File: config.mk
export PLATFORM = sky130hd
export DESIGN_NAME = i2c_mailbox_slave
export DESIGN_NICKNAME = d
export VERILOG_FILES = /design/src/rtl/i2c_mailbox_slave.sv
export SDC_FILE = /design/constraint.sdc
export NUM_CORES = 1
export LEC_CHECK = 0
export ABC_AREA = 1
export BUFFER_PORTS_ARGS = -buffer_cell sky130_fd_sc_hd__buf_4
export CAP_MARGIN = 20
export CORE_UTILIZATION = 48
export CTS_CLUSTER_SIZE = 30
export DETAILED_ROUTE_END_ITERATION = 7
export PLACE_DENSITY = 0.7
export SLEW_MARGIN = 20
export SYNTH_ARGS = -nofsm -noshare
export SYNTH_HDL_FRONTEND = slang
export SYNTH_SLANG_ARGS = --single-unit
File: constraint.sdc
create_clock -name clk -period 2.2 [get_ports clk]
set_input_delay 0.11 -clock clk [delete_from_list [all_inputs] [get_ports clk]]
set_output_delay 0.11 -clock clk [all_outputs]
set_load 0.05 [all_outputs]
File: src/rtl/i2c_mailbox_slave.sv
module i2c_mailbox_slave #(
  parameter int          AW        = 16,
  parameter logic [15:0] MBOX_ADDR = 16'hFE00
) (
  input  logic          clk,
  input  logic          rst_n,
  input  logic          scl_i,
  input  logic          sda_i,
  input  logic [6:0]    dev_addr,
  input  logic          asleep,
  output logic          sda_oe,
  output logic          wake_req,
  output logic          mem_we,
  output logic          mem_re,
  output logic [AW-1:0] mem_addr,
  output logic [7:0]    mem_wdata,
  input  logic [7:0]    mem_rdata,
  output logic          cmd_valid,
  output logic [7:0]    cmd_data,
  output logic          rsp_pop,
  input  logic [7:0]    rsp_data
);
  typedef enum logic [2:0] {S_IDLE, S_DEV, S_AHI, S_ALO, S_WR, S_RD} st_t;

  logic [1:0]    scl_sy, sda_sy;
  logic          scl_q, sda_q;
  st_t           st;
  logic [3:0]    cnt;
  logic [7:0]    sr;
  logic          rw, nack;
  logic [AW-1:0] addr;

  wire scl_s   = scl_sy[1];
  wire sda_s   = sda_sy[1];
  wire scl_rise = scl_s & ~scl_q;
  wire scl_fall = ~scl_s & scl_q;
  wire start   = scl_s & scl_q & sda_q & ~sda_s;
  wire stop    = scl_s & scl_q & ~sda_q & sda_s;
  wire mbox    = (addr == AW'(MBOX_ADDR));
  wire [7:0] tx_byte = mbox ? rsp_data : mem_rdata;

  assign mem_addr  = addr;
  assign mem_wdata = sr;
  assign cmd_data  = sr;

  always_ff @(posedge clk or negedge rst_n) begin
    if (!rst_n) begin
      scl_sy <= 2'b11;
      sda_sy <= 2'b11;
      scl_q  <= 1'b1;
      sda_q  <= 1'b1;
    end else begin
      scl_sy <= {scl_sy[0], scl_i};
      sda_sy <= {sda_sy[0], sda_i};
      scl_q  <= scl_s;
      sda_q  <= sda_s;
    end
  end

  always_ff @(posedge clk or negedge rst_n) begin
    if (!rst_n) begin
      st        <= S_IDLE;
      cnt       <= '0;
      sr        <= '0;
      rw        <= 1'b0;
      nack      <= 1'b0;
      addr      <= '0;
      sda_oe    <= 1'b0;
      wake_req  <= 1'b0;
      mem_we    <= 1'b0;
      mem_re    <= 1'b0;
      cmd_valid <= 1'b0;
      rsp_pop   <= 1'b0;
    end else begin
      wake_req  <= 1'b0;
      mem_we    <= 1'b0;
      mem_re    <= 1'b0;
      cmd_valid <= 1'b0;
      rsp_pop   <= 1'b0;
      if (start) begin
        st     <= S_DEV;
        cnt    <= '0;
        sda_oe <= 1'b0;
      end else if (stop) begin
        st     <= S_IDLE;
        cnt    <= '0;
        sda_oe <= 1'b0;
      end else if (st != S_IDLE) begin
        if (scl_rise) begin
          if (st != S_RD && cnt < 4'd8) sr <= {sr[6:0], sda_s};
          if (st == S_RD && cnt == 4'd8) nack <= sda_s;
          if (cnt != 4'd9) cnt <= cnt + 4'd1;
        end else if (scl_fall) begin
          if (st == S_RD) begin
            if (cnt >= 4'd1 && cnt <= 4'd7) begin
              sr     <= {sr[6:0], 1'b0};
              sda_oe <= ~sr[6];
            end else if (cnt == 4'd8) begin
              sda_oe <= 1'b0;
              if (!mbox) addr <= addr + 1'b1;
            end else if (cnt == 4'd9) begin
              if (nack) st <= S_IDLE;
              else begin
                cnt     <= '0;
                sr      <= tx_byte;
                sda_oe  <= ~tx_byte[7];
                rsp_pop <= mbox;
                mem_re  <= ~mbox;
              end
            end
          end else if (cnt == 4'd8) begin
            case (st)
              S_DEV: begin
                if (sr[7:1] == dev_addr) begin
                  sda_oe   <= 1'b1;
                  rw       <= sr[0];
                  wake_req <= asleep;
                end else begin
                  st <= S_IDLE;
                end
              end
              S_AHI: begin
                sda_oe     <= 1'b1;
                addr[AW-1:8] <= sr[AW-9:0];
              end
              S_ALO: begin
                sda_oe    <= 1'b1;
                addr[7:0] <= sr;
              end
              default: begin
                sda_oe    <= 1'b1;
                cmd_valid <= mbox;
                mem_we    <= ~mbox;
              end
            endcase
          end else if (cnt == 4'd9) begin
            sda_oe <= 1'b0;
            cnt    <= '0;
            case (st)
              S_DEV: begin
                if (rw) begin
                  st      <= S_RD;
                  sr      <= tx_byte;
                  sda_oe  <= ~tx_byte[7];
                  rsp_pop <= mbox;
                  mem_re  <= ~mbox;
                end else begin
                  st <= S_AHI;
                end
              end
              S_AHI:   st <= S_ALO;
              S_ALO:   st <= S_WR;
              default: if (!mbox) addr <= addr + 1'b1;
            endcase
          end
        end
      end
    end
  end
endmodule

# == Yosys cells after proc, flatten, opt, wreduce, memory -nomap -nowiden ==
# Cells that the tools add are included.
# Widths: inputs -> output; s select.
# op_classes
mux,120
n_bitwise,18
n_eq_ne,32
reduce_logical,27
order_cmp,3
addsub,2
# op_table
op,count
$mux 8,15
$mux 16,7
$mux 1,69
$mux 4,13
$mux 3,15
$reduce_bool 3->1,7
$ne 4x4->1 const B,5
$reduce_and 10->1,2
$reduce_bool 5->1,4
$reduce_and 9->1,2
$add 16x1->16 const B,1
$eq 16x16->1 const B,1
$ne 5x5->1 const B,3
$reduce_and 12->1,1
$not 1->1,11
$reduce_and 11->1,1
$ne 3x2->1 const B,3
$pmux 3 s3,1
$eq 4x4->1 const B,2
$ne 4x3->1 const B,2
$and 1x1->1,7
$eq 7x7->1,1
$reduce_and 7->1,1
$eq 3x2->1 const B,2
other kinds (20),26
# word_totals
register_bits,45
wordCells,219
in_bits,28
out_inout_bits,38

# == Longest topological paths before layout ==
# depth
word_depth,13
depth_mapped,12

# == Worst setup path before layout ==
# OpenSTA, ideal clock, no wires.
# synth_path
path_type,register -> register
from,register addr[0] (netlist: mem_addr[0])
to,register addr[12] (netlist: mem_addr[12])
setup_time_ns,0.118
t_required_ns,2.082
stages_incl_launch_ff,11
synth_period_minus_slack_ns,2.010
slack_ns,0.190
arrival_time_ns,1.892
n_path_buf,0
cell_sequence,dfrtp_1 -> ha_1 -> nand2_1 -> nor2_1 -> nand3_1 -> nor2_1 -> nand2_1 -> o21ai_0 -> nand3_1 -> nand3_1 -> nand2_1
# synth_between
elab_chain_len,6
# synth_lines
element,line,source
from (decl),31,logic [AW-1:0] addr;
from (signal assigned),100,if (!mbox) addr <= addr + 1'b1;
"from (signal, indexed assignment)",124,addr[AW-1:8] <= sr[AW-9:0];
from (signal assigned),128,addr[7:0] <= sr;
$add 16x1->16 / $eq 16x16->1 (equally long branches),"100, 153, 39",
$mux 16 (*),"100, 153",
$mux 16,139,case (st)
$mux 16,136,end else if (cnt == 4'd9) begin
$mux 16,111,end else if (cnt == 4'd8) begin
$mux 16 (*),94,if (st == S_RD) begin
# Mark *: on every way between the ends. The rest lies on a longest branch, timed or not. The select of a mux whose other input is x is not followed.
# A chain may end at the register's enable or synchronous reset.

# == Worst setup path after layout ==
# layout_path
from,register scl_q
to,register addr[7] (netlist: mem_addr[7])
# layout_between
elab_chain_len,5
# layout_lines
element,line,source
from (decl),26,"logic scl_q, sda_q;"
from (signal assigned),55,scl_q <= scl_s;
$and 1x1->1,"37, 38",
"$and 1x1->1, on equally long branches (2 in a row)","38, 37",
$not 1->1 (no line),n/a,
$reduce_and 10->1 (no line) (*),n/a,
# Mark *: on every way between the ends. The rest lies on a longest branch, timed or not.

==> run_results.csv <==
group,metric,value,unit
clock_network,htreeDepth,2,
floorplanning,core-area,0.006096,mm^2
grt,overflow,0,
clock_network,cts_tree,"yes",
power,intPower,1.622,mW
detailed_routing,drc,0,
timing,relSlewSlack,62.31,%
power,peakVddDrop,0.6651,mV
timing,finalCriticalPeriod,2.056,ns
placed_design,portBuffers,65,
worst_setup_path,worstSetupStartpointType,"flip-flop",
floorplanning,die_h,82.49,um
detailed_routing,via_count,3068,
power,combPwrFrac,39.6,%
timing,setup_viol,0,
clock_network,cts_root_buf,"clkbuf_8",
yosys,avgSynthCellArea,7.034,um^2
worst_setup_path,critPathRequiredTime,2.39,ns
worst_setup_path,arrival,2.24,ns
placed_design,routabilityCongestion,0.9413,
yosys,synth_seq_cells,45,
yosys,yosysTopAreaCell,"dfrtp_1",
clock_network,numCtsBuffers,5,
cells_and_area,final_nets,546,
timing,period_share,93.44,%
detailed_routing,dr.first_iter.drc_count,240,
yosys,synth_top_area_share,31.39,%
floorplanning,io_pins,66,
timing,clock_skew,0.01204,ns
detailed_routing,wire_per_inst,13.83,um
detailed_routing,viasPerCell,5.235,
yosys,yosysWarnings,0,
power,seqPwrFrac,37.2,%
timing,worstMarginPinSlew,0.5654,ns
placed_design,dpl_cell_area,0.003654,mm^2
yosys,ys_types,34,
cells_and_area,stdcell_count,586,
yosys,synthCells,442,
placed_design,dp_cells,574,
clock_network,clk_pin_slew_worst_paths,0.09,ns
grt,grt_first_pass_wirelength,13230,um
power,pwr-share-clk,23.2,%
hold_path,hold_class,"input pin to flip-flop",
worst_setup_path,worstPathMaxFanout,8,
worst_setup_path,reg2reg_slack,0.14,ns
cells_and_area,syn_to_final_growth,22.66,%
cells_and_area,fill_cells,596,
worst_setup_path,cp-end-kind,"flip-flop",
timing,fmax,486.5,MHz
grt,antenna_found_initial,0,
power,total_power,2.769,mW
worst_setup_path,worstSetupPathType,"flip-flop to flip-flop",
timing,hold_viol,0,
clock_network,insertion_delay,0.30,ns
cells_and_area,insertedDiodeCount,0,
timing,slew_viol_final,0,
timing,worst_slack,0.1443,ns
detailed_routing,first_pass_iters,5,
run,cap_violations,0,
yosys,synth_area,0.003109,mm^2
yosys,yosysSeqAreaShare,36.46,%
floorplanning,dieArea,0.006804,mm^2
placed_design,place_ws,0.1190,ns
detailed_routing,ant_nets,0,
status,outcome,"completed",
floorplanning,rows,28,
power,p_sw_share,41.43,%
grt,grt_pass1_vias,2829,
placed_design,hpwlAfterDp,6213,um
cells_and_area,final_design_area_no_fill,0.003814,mm^2
grt,grtUsageTotal,25.69,%
yosys,mappedNetlistNets,478,
yosys,synthTopCellsByArea,"dfrtp_1, nand2_1, inv_1",
timing,setup_tns,0,ns
floorplanning,die_w,82.49,um
power,p_leak,1.900,nW
grt,grt_max_degree,46,
power,power.density,726.1,mW/mm^2
power,power.switching,1.147,mW
detailed_routing,postRouteWirelength,8105,um
clock_network,cts.sinks,45,
cells_and_area,drive_above_1_share,21.33,%
clock_network,clk_path_buf_depth,2,
floorplanning,start_util,51.01,%
## power by group through the flow
stage / clock network [mW] / logic [mW] / registers [mW]
after floorplan: 0 / 0.642 / 1.19
after global placement: 0 / 1.07 / 1.04
after detailed placement: 0 / 1.06 / 1.04
after CTS: 0.666 / 1.07 / 1.03
after global routing: 0.687 / 1.21 / 1.05
final: 0.642 / 1.10 / 1.03
## placed cells by master (no fill, tap or decap)
cell type      Yosys  final
nand2_1          118    118
buf_4              9     70
inv_1             53     53
nor2_1            50     50
dfrtp_1           39     39
nand3_1           37     37
o21ai_0           34     34
a21oi_1           13     13
xor2_1            10     10
ha_1               8      8
nand4_1            6      6
inv_2              6      6
clkbuf_8           0      6
dfstp_2            6      6
nor3_1             5      5
xnor2_1            5      5
o21ai_1            5      5
o211ai_1           5      5
nand3_2            4      4
nand3b_1           3      3
nor2_2             3      3
dlygate4sd3_1      0      3
nand2_4            2      2
nor4_1             2      2
nor2_4             2      2
o21bai_1           2      2
or2_2              2      2
clkinv_1           1      1
nand3_4            1      1
o41ai_1            1      1
o21ai_2            1      1
a21oi_4            1      1
a31oi_2            0      1
a31oi_1            2      1
o21ai_4            1      1
a21oi_2            1      1
clkbuf_1           0      1
bufinv_16          0      1
buf_12             0      1
## metrics by stage
step / hold WS (ns) / utilization (%)
finish: 0.08368 / 62.56
CTS: 0.07072 / 62.34
global placement: 0.1451 / 59.93
global route: 0.09988 / 62.56
detailed placement: 0.1483 / 59.93
floorplan: -0.1856 / -
## layout make-up
type	count	area [um^2]	area share [%]
Multi-Input combinational cell	324	1669	43.77
Clock buffer	7	86.33	2.264
Tap cell	75	93.84	2.461
Timing Repair Buffer	74	575.6	15.09
Clock inverter	1	30.03	0.7874
Inverter	60	225.2	5.906
Sequential cell	45	1134	29.72
## worst max-delay path, stage by stage (launching register included)
cell,delay [ns]
dfstp_2,0.55
inv_1,0.04
ha_1,0.19
inv_2,0.14
nand2_1,0.08
nor2_1,0.14
nand2_1,0.17
nor2_4,0.20
nand2_4,0.11
a21oi_1,0.13
o21ai_0,0.09
o21ai_0,0.13
## per-layer routing
metal,share of wire (%),track usage [%],up-vias
met5,0,0,-
met4,0.91,4.737,0
met3,7.5,4.505,9
met2,45,41.57,112
met1,47,36.09,1398
li1,-,-,1549
## sequential cells by signal, summed over array words and instances, names as in the netlist, 2 cells and up
register,flops
st,3
mem_addr,16
cmd_data,8
sda_sy,2
scl_sy,2
cnt,4
## cells in the mapped netlist
| library cell | n |
|---|---|
| nand3b_1 | 3 |
| o21ai_1 | 5 |
| a21oi_1 | 13 |
| o21ai_4 | 1 |
| buf_2 | 4 |
| nand2_4 | 2 |
| nand3_1 | 37 |
| clkinv_1 | 1 |
| ha_1 | 8 |
| nand4_1 | 6 |
| nor4_1 | 2 |
| a21oi_2 | 1 |
| inv_1 | 53 |
| nand3_4 | 1 |
| nor3_1 | 5 |
| buf_4 | 9 |
| nand2_1 | 118 |
| a31oi_1 | 2 |
| o21ai_2 | 1 |
| a21oi_4 | 1 |
| nor2_1 | 50 |
| nand3_2 | 4 |
| dfstp_2 | 6 |
| o21bai_1 | 2 |
| nor2_2 | 3 |
| dfrtp_1 | 39 |
| o41ai_1 | 1 |
| inv_2 | 6 |
| xnor2_1 | 5 |
| xor2_1 | 10 |
| o21ai_0 | 34 |
| or2_2 | 2 |
| o211ai_1 | 5 |
| nor2_4 | 2 |
## final timing paths
| path | startpoint | end | cells past startpoint |
|---|---|---|---|
| max | scl_q | mem_addr[7] | 11 |
| min in group asynchronous | rst_n | mem_addr[11] | 2 |
| max reg2reg | scl_q | mem_addr[7] | 11 |
| min | asleep | wake_req | 3 |
| max in group asynchronous | rst_n | cmd_data[1] | 2 |
| min reg2reg | sda_sy[0] | sda_sy[1] | 0 |
## cells by family (layout without fill, tap and decap cells)
group / Yosys count / in the layout / share of synthesized area (%)
AND/OR/NAND/NOR: 235 / 235 / 33.68
buffers and inverters: 73 / 142 / 10.06
AO/OA/AOI/OAI: 66 / 66 / 12.35
flip-flops: 45 / 45 / 36.46
XOR/XNOR: 15 / 15 / 4.225
adder cells (fa/ha/maj): 8 / 8 / 3.219
## repair_timing
action	4_1_cts	5_1_grt
hold endpoints to repair	41	0
hold buffers	3	0
gates resized for setup	0	1
setup endpoints to repair	0	4
setup buffers	0	1
(Power assumes the default switching activity.)
